`src/rtl/dmarc_pkg.sv`:
```
package dmarc_pkg;

    parameter int SEL_W  = 8;
    parameter int SSEL_W = 5;
    parameter int CNT_W  = 5;

    localparam int POS_SEL   = 0;
    localparam int POS_IE    = 8;
    localparam int POS_EVT   = 9;
    localparam int POS_SEN   = 16;
    localparam int POS_EDGE  = 17;
    localparam int POS_CNT   = 19;
    localparam int POS_SSEL  = 24;

    typedef enum logic [1:0] {
        EDGE_NONE = 2'b00,
        EDGE_RISE = 2'b01,
        EDGE_FALL = 2'b10,
        EDGE_BOTH = 2'b11
    } edge_mode_t;

    typedef struct packed {
        logic [SSEL_W-1:0] sync_sel;
        logic [CNT_W-1:0]  grp_cnt;
        edge_mode_t        edge_mode;
        logic              sync_en;
        logic              evt_en;
        logic              ovr_ie;
        logic [SEL_W-1:0]  line_sel;
    } chan_cfg_t;

endpackage

```
`src/rtl/rc_cfg_reg.sv`:
```
module rc_cfg_reg
    import dmarc_pkg::*;
(
    input  logic        clk,
    input  logic        rst_n,
    input  logic        wr_en,
    input  logic [31:0] wdata,
    output chan_cfg_t   cfg_o,
    output logic [31:0] rdata_o
);
    chan_cfg_t cfg_d, cfg_q;
    logic      unused_bits;

    assign unused_bits = ^{wdata[15:10], wdata[31:29]};

    always_comb begin
        cfg_d = cfg_q;
        if (wr_en) begin
            cfg_d.line_sel  = wdata[POS_SEL +: SEL_W];
            cfg_d.ovr_ie    = wdata[POS_IE];
            cfg_d.evt_en    = wdata[POS_EVT];
            cfg_d.sync_en   = wdata[POS_SEN];
            cfg_d.edge_mode = edge_mode_t'(wdata[POS_EDGE +: 2]);
            cfg_d.sync_sel  = wdata[POS_SSEL +: SSEL_W];
            // the count is locked while either enable is active
            if (!cfg_q.sync_en && !cfg_q.evt_en)
                cfg_d.grp_cnt = wdata[POS_CNT +: CNT_W];
        end
    end

    always_ff @(posedge clk or negedge rst_n) begin
        if (!rst_n) cfg_q <= '0;
        else        cfg_q <= cfg_d;
    end

    always_comb begin
        rdata_o = '0;
        rdata_o[POS_SEL +: SEL_W]   = cfg_q.line_sel;
        rdata_o[POS_IE]             = cfg_q.ovr_ie;
        rdata_o[POS_EVT]            = cfg_q.evt_en;
        rdata_o[POS_SEN]            = cfg_q.sync_en;
        rdata_o[POS_EDGE +: 2]      = cfg_q.edge_mode;
        rdata_o[POS_CNT +: CNT_W]   = cfg_q.grp_cnt;
        rdata_o[POS_SSEL +: SSEL_W] = cfg_q.sync_sel;
    end

    assign cfg_o = cfg_q;
endmodule

```
`src/rtl/rc_sync_edge.sv`:
```
module rc_sync_edge
    import dmarc_pkg::*;
#(
    parameter int SW = SSEL_W,
    localparam int N = 2**SW
) (
    input  logic          clk,
    input  logic          rst_n,
    input  logic [N-1:0]  sync_lines,
    input  logic [SW-1:0] sel,
    input  edge_mode_t    mode,
    output logic          sync_evt
);
    typedef struct packed {
        logic cur;
        logic prev;
    } smp_t;

    smp_t s_d, s_q;

    always_comb begin
        s_d.cur  = sync_lines[sel];
        s_d.prev = s_q.cur;
        unique case (mode)
            EDGE_RISE: sync_evt =  s_q.cur & ~s_q.prev;
            EDGE_FALL: sync_evt = ~s_q.cur &  s_q.prev;
            EDGE_BOTH: sync_evt =  s_q.cur ^  s_q.prev;
            default:   sync_evt = 1'b0;
        endcase
    end

    always_ff @(posedge clk or negedge rst_n) begin
        if (!rst_n) s_q <= '0;
        else        s_q <= s_d;
    end
endmodule

```
`src/rtl/rc_burst_ctr.sv`:
```
module rc_burst_ctr
    import dmarc_pkg::*;
#(
    parameter int CW = CNT_W
) (
    input  logic          clk,
    input  logic          rst_n,
    input  logic          req_in,
    input  logic          sync_en,
    input  logic          evt_en,
    input  logic [CW-1:0] grp_cnt,
    input  logic          sync_evt,
    input  logic          flag_clr,
    output logic          req_out,
    output logic          evt_pulse,
    output logic          gate_open,
    output logic          ovr_set,
    output logic          ovr_flag
);
    typedef struct packed {
        logic          out;
        logic          open;
        logic [CW-1:0] cnt;
        logic          evt;
        logic          ovr;
    } ctr_t;

    ctr_t c_d, c_q;
    logic fwd, last, active;

    always_comb begin
        req_out = req_in & (~sync_en | c_q.open);
        fwd     = req_out & ~c_q.out;
        last    = fwd && (c_q.cnt == grp_cnt);
        active  = sync_en | evt_en;
        ovr_set = sync_en & sync_evt & c_q.open;

        c_d     = c_q;
        c_d.out = req_out;
        c_d.evt = last & evt_en;

        if (!active)     c_d.cnt = '0;
        else if (last)   c_d.cnt = '0;
        else if (fwd)    c_d.cnt = c_q.cnt + 1'b1;

        if (!sync_en)                   c_d.open = 1'b0;
        else if (sync_evt && !c_q.open) begin
            c_d.open = 1'b1;
            c_d.cnt  = '0;
        end
        else if (last)                  c_d.open = 1'b0;

        if (ovr_set)       c_d.ovr = 1'b1;
        else if (flag_clr) c_d.ovr = 1'b0;
    end

    always_ff @(posedge clk or negedge rst_n) begin
        if (!rst_n) c_q <= '0;
        else        c_q <= c_d;
    end

    assign evt_pulse = c_q.evt;
    assign gate_open = c_q.open;
    assign ovr_flag  = c_q.ovr;
endmodule

```
`src/rtl/dma_req_route_chan.sv`:
```
module dma_req_route_chan
    import dmarc_pkg::*;
#(
    parameter int LINE_SEL_W = SEL_W,
    parameter int SYNC_SEL_W = SSEL_W,
    localparam int N_LINES = 2**LINE_SEL_W,
    localparam int N_SYNC  = 2**SYNC_SEL_W
) (
    input  logic               clk,
    input  logic               rst_n,
    input  logic               cfg_wr,
    input  logic [31:0]        cfg_wdata,
    output logic [31:0]        cfg_rdata,
    input  logic               flag_clr,
    input  logic [N_LINES-1:0] req_lines,
    input  logic [N_SYNC-1:0]  sync_lines,
    output logic               dma_req,
    output logic               evt_out,
    output logic               ovr_flag,
    output logic               irq
);
    chan_cfg_t cfg;
    logic      sync_evt, gate_open, ovr_set, req_sel;

    rc_cfg_reg u_cfg (
        .clk(clk), .rst_n(rst_n), .wr_en(cfg_wr), .wdata(cfg_wdata),
        .cfg_o(cfg), .rdata_o(cfg_rdata)
    );

    rc_sync_edge #(.SW(SYNC_SEL_W)) u_edge (
        .clk(clk), .rst_n(rst_n), .sync_lines(sync_lines),
        .sel(cfg.sync_sel), .mode(cfg.edge_mode), .sync_evt(sync_evt)
    );

    assign req_sel = req_lines[cfg.line_sel];

    rc_burst_ctr #(.CW(CNT_W)) u_ctr (
        .clk(clk), .rst_n(rst_n), .req_in(req_sel),
        .sync_en(cfg.sync_en), .evt_en(cfg.evt_en), .grp_cnt(cfg.grp_cnt),
        .sync_evt(sync_evt), .flag_clr(flag_clr),
        .req_out(dma_req), .evt_pulse(evt_out), .gate_open(gate_open),
        .ovr_set(ovr_set), .ovr_flag(ovr_flag)
    );

    assign irq = ovr_flag & cfg.ovr_ie;
endmodule

```
`config.mk`:
```
export PLATFORM = sky130hd
export DESIGN_NAME = dma_req_route_chan
export DESIGN_NICKNAME = d
export VERILOG_FILES = /design/src/rtl/dmarc_pkg.sv /design/src/rtl/rc_cfg_reg.sv /design/src/rtl/rc_sync_edge.sv /design/src/rtl/rc_burst_ctr.sv /design/src/rtl/dma_req_route_chan.sv
export SDC_FILE = /design/constraint.sdc
export NUM_CORES = 1
export LEC_CHECK = 0
export ABC_AREA = 1
export BUFFER_PORTS_ARGS = -buffer_cell sky130_fd_sc_hd__buf_2
export CAP_MARGIN = 0
export CORE_AREA = 2 2 140 142
export DETAILED_ROUTE_END_ITERATION = 6
export DIE_AREA = 0 0 142 144
export HOLD_SLACK_MARGIN = 0.03
export SYNTH_ARGS = -nofsm -noshare
export SYNTH_HDL_FRONTEND = slang
export SYNTH_SLANG_ARGS = --single-unit
```
`constraint.sdc`:
```
create_clock -name clk -period 1.8 [get_ports clk]
set_input_delay 0.36 -clock clk [delete_from_list [all_inputs] [get_ports clk]]
set_output_delay 0.36 -clock clk [all_outputs]
set_load 0.01 [all_outputs]
```
==> summary.md, run 1 <==
| Metric | Value |
|---|---|
| Crit Path Class | `flip-flop to output pin` |
| R2R Path Start | `u_cfg.cfg_o[0]$_DFFE_PN0P_` |
| Crit. End Element | `output pin` |
| Crit-path slowest cell | `dfrtp_4` |
| CTS clk-pin slew, worst paths | `0.06 ns` |
| Max capacitance violation total | `0` |
| Maximum clock rate | `about 380 MHz` |
| Most common cell on crit path | `nand3_1` |
| Top post-synthesis cells by area | `nand3_1, nand2_1, dfrtp_1` |
| Cell variety after synth | `35` |
| Worst hold path type | `input port to asynchronous set/reset pin` |
| Clock skew | `0.003414 ns` |
| Drt total wl | `23070 µm` |
| Synth area leader | `nand3_1` |
| Placed cell count | `1353` |
| Syn avg cell area | `between 5 and 6 µm²` |
| Starting Density | `a little under a quarter` |
| Failing checks | `negative setup slack` |
| Vias per std cell | `a little under 5` |
| Critical path origin | `u_cfg.cfg_o[0]$_DFFE_PN0P_` |
| Status | `finished, violations left` |
| Total power | `4.414 mW` |
| Commonest non-fill, non-tap cell in the layout | `buf_2` |
| First-pass GRT wire length | `around 33000 µm` |
| Input/output buffers | `341` |
| Fillers | `2083` |
| Std-Cell Rows | `51` |
| Clock Sinks | `34` |
| Yosys Warn Count | `0` |
| DR DRC count | `0` |
| Footprint of the multi-input gates | `3212 µm²` |
| Die ar. | `20450 µm²` |
| Metal2 WL | `11400 µm` |
| Die Y | `144 µm` |
| WL met1 | `about 9500 µm` |
| Yosys reg bits | `34` |
| Largest net degree at the start of global routing | `42` |
| Cell breakdown of the critical path | `inv_6 -> clkbuf_16 -> nand2_1 -> nand3_1 -> nand3_1 -> nand3_1 -> nand2_1 -> nand2_1 -> nand3_1 -> nand3_2 -> nand3_4 -> a21boi_4 -> buf_6` |
| Area share of the leading cell type in the synthesized netlist | `26.91%` |
| Pre-antenna DRT Iters | `5` |
| CP Launch Type | `flip-flop` |
| Register area share after synthesis | `18.75%` |
| P&R area growth vs syn | `55.80%` |
| Post-CTS Hold Buffers | `0` |
| WP data required | `1.44 ns` |
| Total GRT Usage | `between 20% and 30%` |
| Layout cells sized above 1 | `37.92%` |
| Worst-Skew Late Latency | `about 0.27 ns` |
| Final #Nets | `approximately 1500` |
| Setup TNS | `-4.742 ns` |
| Top layer in use | `met5` |
| Min setup slack post-route | `-0.8266 ns` |
| Post-Syn Area | `4538 µm²` |
| CP max FO | `12` |
| H-Tree Depth | `2` |
| 1st-iter DRT viols | `430` |
| # IOs | `between 300 and 400` |
| CTS Buffer Depth | `2` |
| CTS root buf | `clkbuf_16` |
| LEAKAGE | `~3.8 nW` |
| Power per cell area | `624.3 nW/µm²` |
| Post-DP HPWL | `17510 µm` |
| Core area | `roughly 19000 µm²` |
| Final Hold Fails | `0` |
| FF/Latch Area | `857.1 µm²` |
| DIE WIDTH | `142 µm` |
| Max incr delay on CP | `0.57 ns` |
| Max VDD drop | `0.0004941 V` |
| Vias | `6715` |
| RSZ-0062 raised after global routing | `true` |
| Placer Congestion | `0.9040` |
| GR Overflow Total | `0` |
| Post-Layout Cell Count | `1375` |
| CTS tree | `done` |
| Most frequent cells in the layout | `buf_2, nand2_1, nand3_1, o21ai_0, dfrtp_1` |
| Post-route ant nets | `0` |
| Period utilisation layout | `145.9%` |
| Max Transition Viols Final | `0` |
| # setup viols final | `9` |
| Number of buffers created by CTS | `5` |
| Vias in the first global route | `approximately 6200` |
| Hold_ws | `0.1095 ns` |
| Met3 routed WL | `1865 µm` |
| Initial antenna violation count | `4` |
| Cells after Synth | `802` |
| WL/cell | `16.78 µm` |
| WP data arrival | `2.27 ns` |
| Period minus WS final | `2.627 ns` |
==> area by class of cell <==
type / instances / area share (%)
inverters: 28 / 1.663
flip-flops and latches: 34 / 12.12
multi-input cells: 678 / 45.43
clock buffers: 6 / 1.964
repair inverters: 1 / 0.1239
diodes: 3 / 0.1062
repair buffers: 385 / 33.53
well taps: 238 / 4.212
clock inverters: 2 / 0.8494
==> metrics by stage <==
stage | cell area, µm² | utilization (%) | setup slack (ns)
floorplan | 4597 | - | -0.1488
global placement | 6479 | 33.96 | -0.8000
detailed placement | 6479 | 33.96 | -0.7989
CTS | 6843 | 35.86 | -0.9017
global route | 7068 | 37.05 | -0.9797
finish | 7071 | 37.06 | -0.8266
==> power breakdown <==
| group | switching (mW) | internal (mW) | total (mW) |
|---|---|---|---|
| Sequential | 0.113 | 0.874 | 0.987 |
| Clock | 0.318 | 0.831 | 1.15 |
| Combinational | 1.27 | 1.01 | 2.28 |
==> registers in the layout, summed over array words and instances, names as in the netlist <==
name and cells:
u_ctr.ovr_flag 1, u_cfg.cfg_o 23, u_ctr.c_q 6, u_edge.s_d 1, u_ctr.evt_pulse 1, u_edge.s_q 1, u_ctr.gate_open 1
==> kinds of logic after synthesis <==
family	synth area share [%]
AO/OA/AOI/OAI	6.893
XOR/XNOR	0.3861
adder cells (fa/ha/maj)	0.8272
buffers and inverters	13.45
flip-flops	18.75
multiplexers	1.737
other	0.08263
AND/OR/NAND/NOR	57.87
==> critical path: cells and delay by family (launching register included) <==
kind | cells | cell delay, ns
AND/OR/NAND/NOR | 9 | 0.75
AO/OA/AOI/OAI | 1 | 0.22
buffers and inverters | 3 | 0.45
flip-flops | 1 | 0.57
==> per-layer routing <==
metal / global-route usage, % / vias up
met5: 0 / -
met4: 2.421 / 2
met3: 3.609 / 29
met2: 37.76 / 336
met1: 25.87 / 3019
li1: - / 3329
==> path summary, 6_finish.rpt <==
path / to / slack [ns] / depth (start not counted)
setup reg to reg: u_ctr.c_q[4]$_DFF_PN0_ / -0.56 / 16
min in group clk: u_ctr.ovr_flag$_DFFE_PN0P_ / 0.29 / 2
max in group asynchronous: u_cfg.cfg_o[0]$_DFFE_PN0P_ / 1.32 / 2
hold / removal: u_cfg.cfg_o[8]$_DFFE_PN0P_ / 0.11 / 2
hold reg to reg: u_edge.s_q[0]$_DFF_PN0_ / 0.42 / 0
setup / recovery: dma_req / -0.83 / 13
==> synth_stat cells (all sizes together) <==
library cell,instances
nand2,321
nand3,247
buf,60
o21ai,36
dfrtp,34
nor2,28
inv,26
clkbuf,10
mux2,7
nand4,6
o221ai,6
ha,3
a21oi,2
a31oi,2
clkinv,2
o22ai,2
a211oi,1
a21boi,1
a221oi,1
a32oi,1
conb,1
nor3,1
o32ai,1
or2,1
xnor2,1
xor2,1
==> what timing repair did <==
action | in CTS | in global routing
gates cloned | 3 | 6
buffers inserted | 1 | 1
gates resized for setup | 19 | 16
endpoints found under the hold margin | 0 | 0
pin swaps | 3 | 4
setup endpoints to repair | 9 | 9
(Power assumes the default switching activity.)
==> run 2: changes to the inputs <==
--- a/config.mk
+++ b/config.mk
@@ -12,6 +12,7 @@
 export DETAILED_ROUTE_END_ITERATION = 6
 export DIE_AREA = 0 0 142 144
 export HOLD_SLACK_MARGIN = 0.03
+export PLACE_DENSITY = 0.63
 export SYNTH_ARGS = -nofsm -noshare
 export SYNTH_HDL_FRONTEND = slang
 export SYNTH_SLANG_ARGS = --single-unit
==> summary.md, run 2 (synthesized netlist as in run 1, its figures left out) <==
| Metric | Value |
|---|---|
| Status | `finished, violations left` |
| Failing checks | `negative setup slack` |
| WL/cell | `16.61 µm (-0.99%)` |
| Setup TNS | `-6.253 ns (-1.512 ns)` |
| CP max FO | `12 (unchanged)` |
| Final #Nets | `1479 (+1.3%)` |
| Layout cells sized above 1 | `43.14% (+5.2 points)` |
| Crit Path Class | `flip-flop to output pin` |
| Slew @ Worst Pin | `0.6353 ns` |
| Worst hold path type | `input port to asynchronous set/reset pin` |
| RSZ-0062 raised after global routing | `true` |
| Die Y | `144 µm (unchanged)` |
| Largest net degree at the start of global routing | `55 (+31%)` |
| Drt total wl | `23090 µm (about the same)` |
| Max capacitance violation total | `0 (unchanged)` |
| Maximum clock rate | `380.7 MHz (about the same)` |
| Initial antenna violation count | `0 (-4)` |
| Most frequent cells in the layout | `buf_2, nand2_1, nand3_1, nand3_2, o21ai_0` |
| Pre-antenna DRT Iters | `4 (-1)` |
| Input/output buffers | `341 (unchanged)` |
| Total power | `4.277 mW (-3.1%)` |
| Total GRT Usage | `21.21% (+0.65 points)` |
| Placer Congestion | `0.9116 (+0.84%)` |
| DR DRC count | `0 (unchanged)` |
| Dpl ws | `-0.6816 ns (+0.1173 ns)` |
| CTS clk-pin slew, worst paths | `0.05 ns (about the same)` |
| CTS tree | `done` |
| Period utilisation layout | `145.9% (about the same)` |
| 1st-iter DRT viols | `433 (+0.70%)` |
| Starting Density | `23.79% (unchanged)` |
| Post-CTS Hold Buffers | `0 (unchanged)` |
| P&R area growth vs syn | `63.52%` |
| WP data required | `1.44 ns (about the same)` |
| WP data arrival | `2.27 ns (about the same)` |
| Clock skew | `0.004497 ns (+0.001083 ns)` |
| # setup viols final | `9 (unchanged)` |
| CTS root buf | `clkbuf_16` |
| Max VDD drop | `0.0004699 V (-4.9%)` |
| Clock Sinks | `34 (unchanged)` |
| Dpl cell area | `6510 µm² (+0.48%)` |
| Crit. End Element | `output pin` |
| LEAKAGE | `3.984 nW (+4.2%)` |
| Crit-path slowest cell | `dfrtp_4` |
| Max incr delay on CP | `0.56 ns (about the same)` |
| Post-DP HPWL | `17750 µm (+1.4%)` |
| Period minus WS final | `2.627 ns (+0.00007200 ns)` |
| Crit path depth | `14 (+1)` |
| Std-Cell Rows | `51 (unchanged)` |
| Critical path buffers and inverters | `4 (+1)` |
| CTS Buffer Depth | `2 (unchanged)` |
| Vias | `6834 (+1.8%)` |
| GR Overflow Total | `0 (unchanged)` |
| Final Hold Fails | `0 (unchanged)` |
| H-Tree Depth | `2 (unchanged)` |
| Relative slew slack | `57.65%` |
| Min setup slack post-route | `-0.8267 ns (-0.00007200 ns)` |
| DIE WIDTH | `142 µm (unchanged)` |
| Post-route ant nets | `0 (unchanged)` |
| Worst-Skew Late Latency | `0.28 ns (about the same)` |
| Core area | `19080 µm² (unchanged)` |
| Power per cell area | `576.3 nW/µm² (-7.7%)` |
| Diodes inserted | `0 (-3)` |
| Die ar. | `20450 µm² (unchanged)` |
| Design area | `7421 µm² (+5.0%)` |
| First-pass GRT wire length | `33580 µm (+1.6%)` |
| Max FFs per register | `23 (unchanged)` |
| # IOs | `360 (unchanged)` |
| Layout Utilization | `38.89% (+1.8 points)` |
| Cell breakdown of the critical path | `clkinv_8 -> buf_12 -> buf_16 -> nand2_1 -> nand3_1 -> nand3_1 -> nand3_1 -> nand2_1 -> nand2_1 -> nand3_2 -> nand3_2 -> nand3_2 -> a21boi_4 -> buf_6` |
| CP Launch Type | `flip-flop` |
| Number of buffers created by CTS | `5 (unchanged)` |
| Max Transition Viols Final | `0 (unchanged)` |
| Commonest non-fill, non-tap cell in the layout | `buf_2` |
| CP delay by family, top | `simple AND/OR/NAND/NOR gates` |
| R2R depth | `19 (+3)` |
| Vias per std cell | `4.917 (+0.67%)` |
| Vias in the first global route | `6289 (+1.4%)` |
==> run 2: changes by cell type in the layout (fill, tap and decap cells not counted), sizes merged <==
cell and delta:
diode -3, bufinv -2, clkbuf -4, clkinv +3, inv -1, nand2 +1, buf +21
==> run 2: timing repair <==
item                       4_1_cts  5_1_grt
setup endpoints to repair        9        9
gates resized for setup         39       61
gates cloned                     7        3
pin swaps                        8       20
buffers inserted                13        3
==> run 2: power breakdown <==
group,total [mW],switching (mW),internal [mW]
registers,0.986,0.111,0.874
clock network,0.801,0.303,0.499
logic,2.49,1.37,1.12
==> run 2: worst paths after layout <==
check,from,end,slack [ns]
worst max-delay path,u_cfg.cfg_o[0]$_DFFE_PN0P_,dma_req,-0.83
worst min-delay path,rst_n,u_cfg.cfg_o[8]$_DFFE_PN0P_,0.1
worst max register to register,u_cfg.cfg_o[0]$_DFFE_PN0P_,u_ctr.c_q[4]$_DFF_PN0_,-0.75
worst min register to register,u_edge.s_d[0]$_DFF_PN0_,u_edge.s_q[0]$_DFF_PN0_,0.40
max in group asynchronous,rst_n,u_cfg.cfg_o[5]$_DFFE_PN0P_,1.18
min in group clk,flag_clr,u_ctr.ovr_flag$_DFFE_PN0P_,0.27
==> run 2: final cells by class <==
class / count / area (µm²)
clock inverters: 2 / 10.01
clock buffers: 5 / 125.1
repair inverters: 1 / 8.758
repair buffers: 403 / 2546
fillers: 2069 / 11660
multi-input cells: 679 / 3460
inverters: 28 / 117.6
flip-flops and latches: 34 / 855.8
well taps: 238 / 297.8
==> run 2: metrics by stage <==
stage               hold slack, ns  instances
floorplan                  0.06441        810
global placement            0.3910       1359
detailed placement          0.3924       1359
CTS                         0.1359       1386
global route                0.1637       1390
finish                     0.09885       1390
==> run 2: layer usage <==
layer / routed length [µm] / GRT usage, % / part of all wire [%] / up-vias
li1: - / - / - / 3360
met1: 9328 / 25.42 / 40 / 3089
met2: 11280 / 38.04 / 49 / 345
met3: 1975 / 5.563 / 8.6 / 40
met4: 503 / 4.737 / 2.2 / 0
met5: 0 / 0 / 0 / -
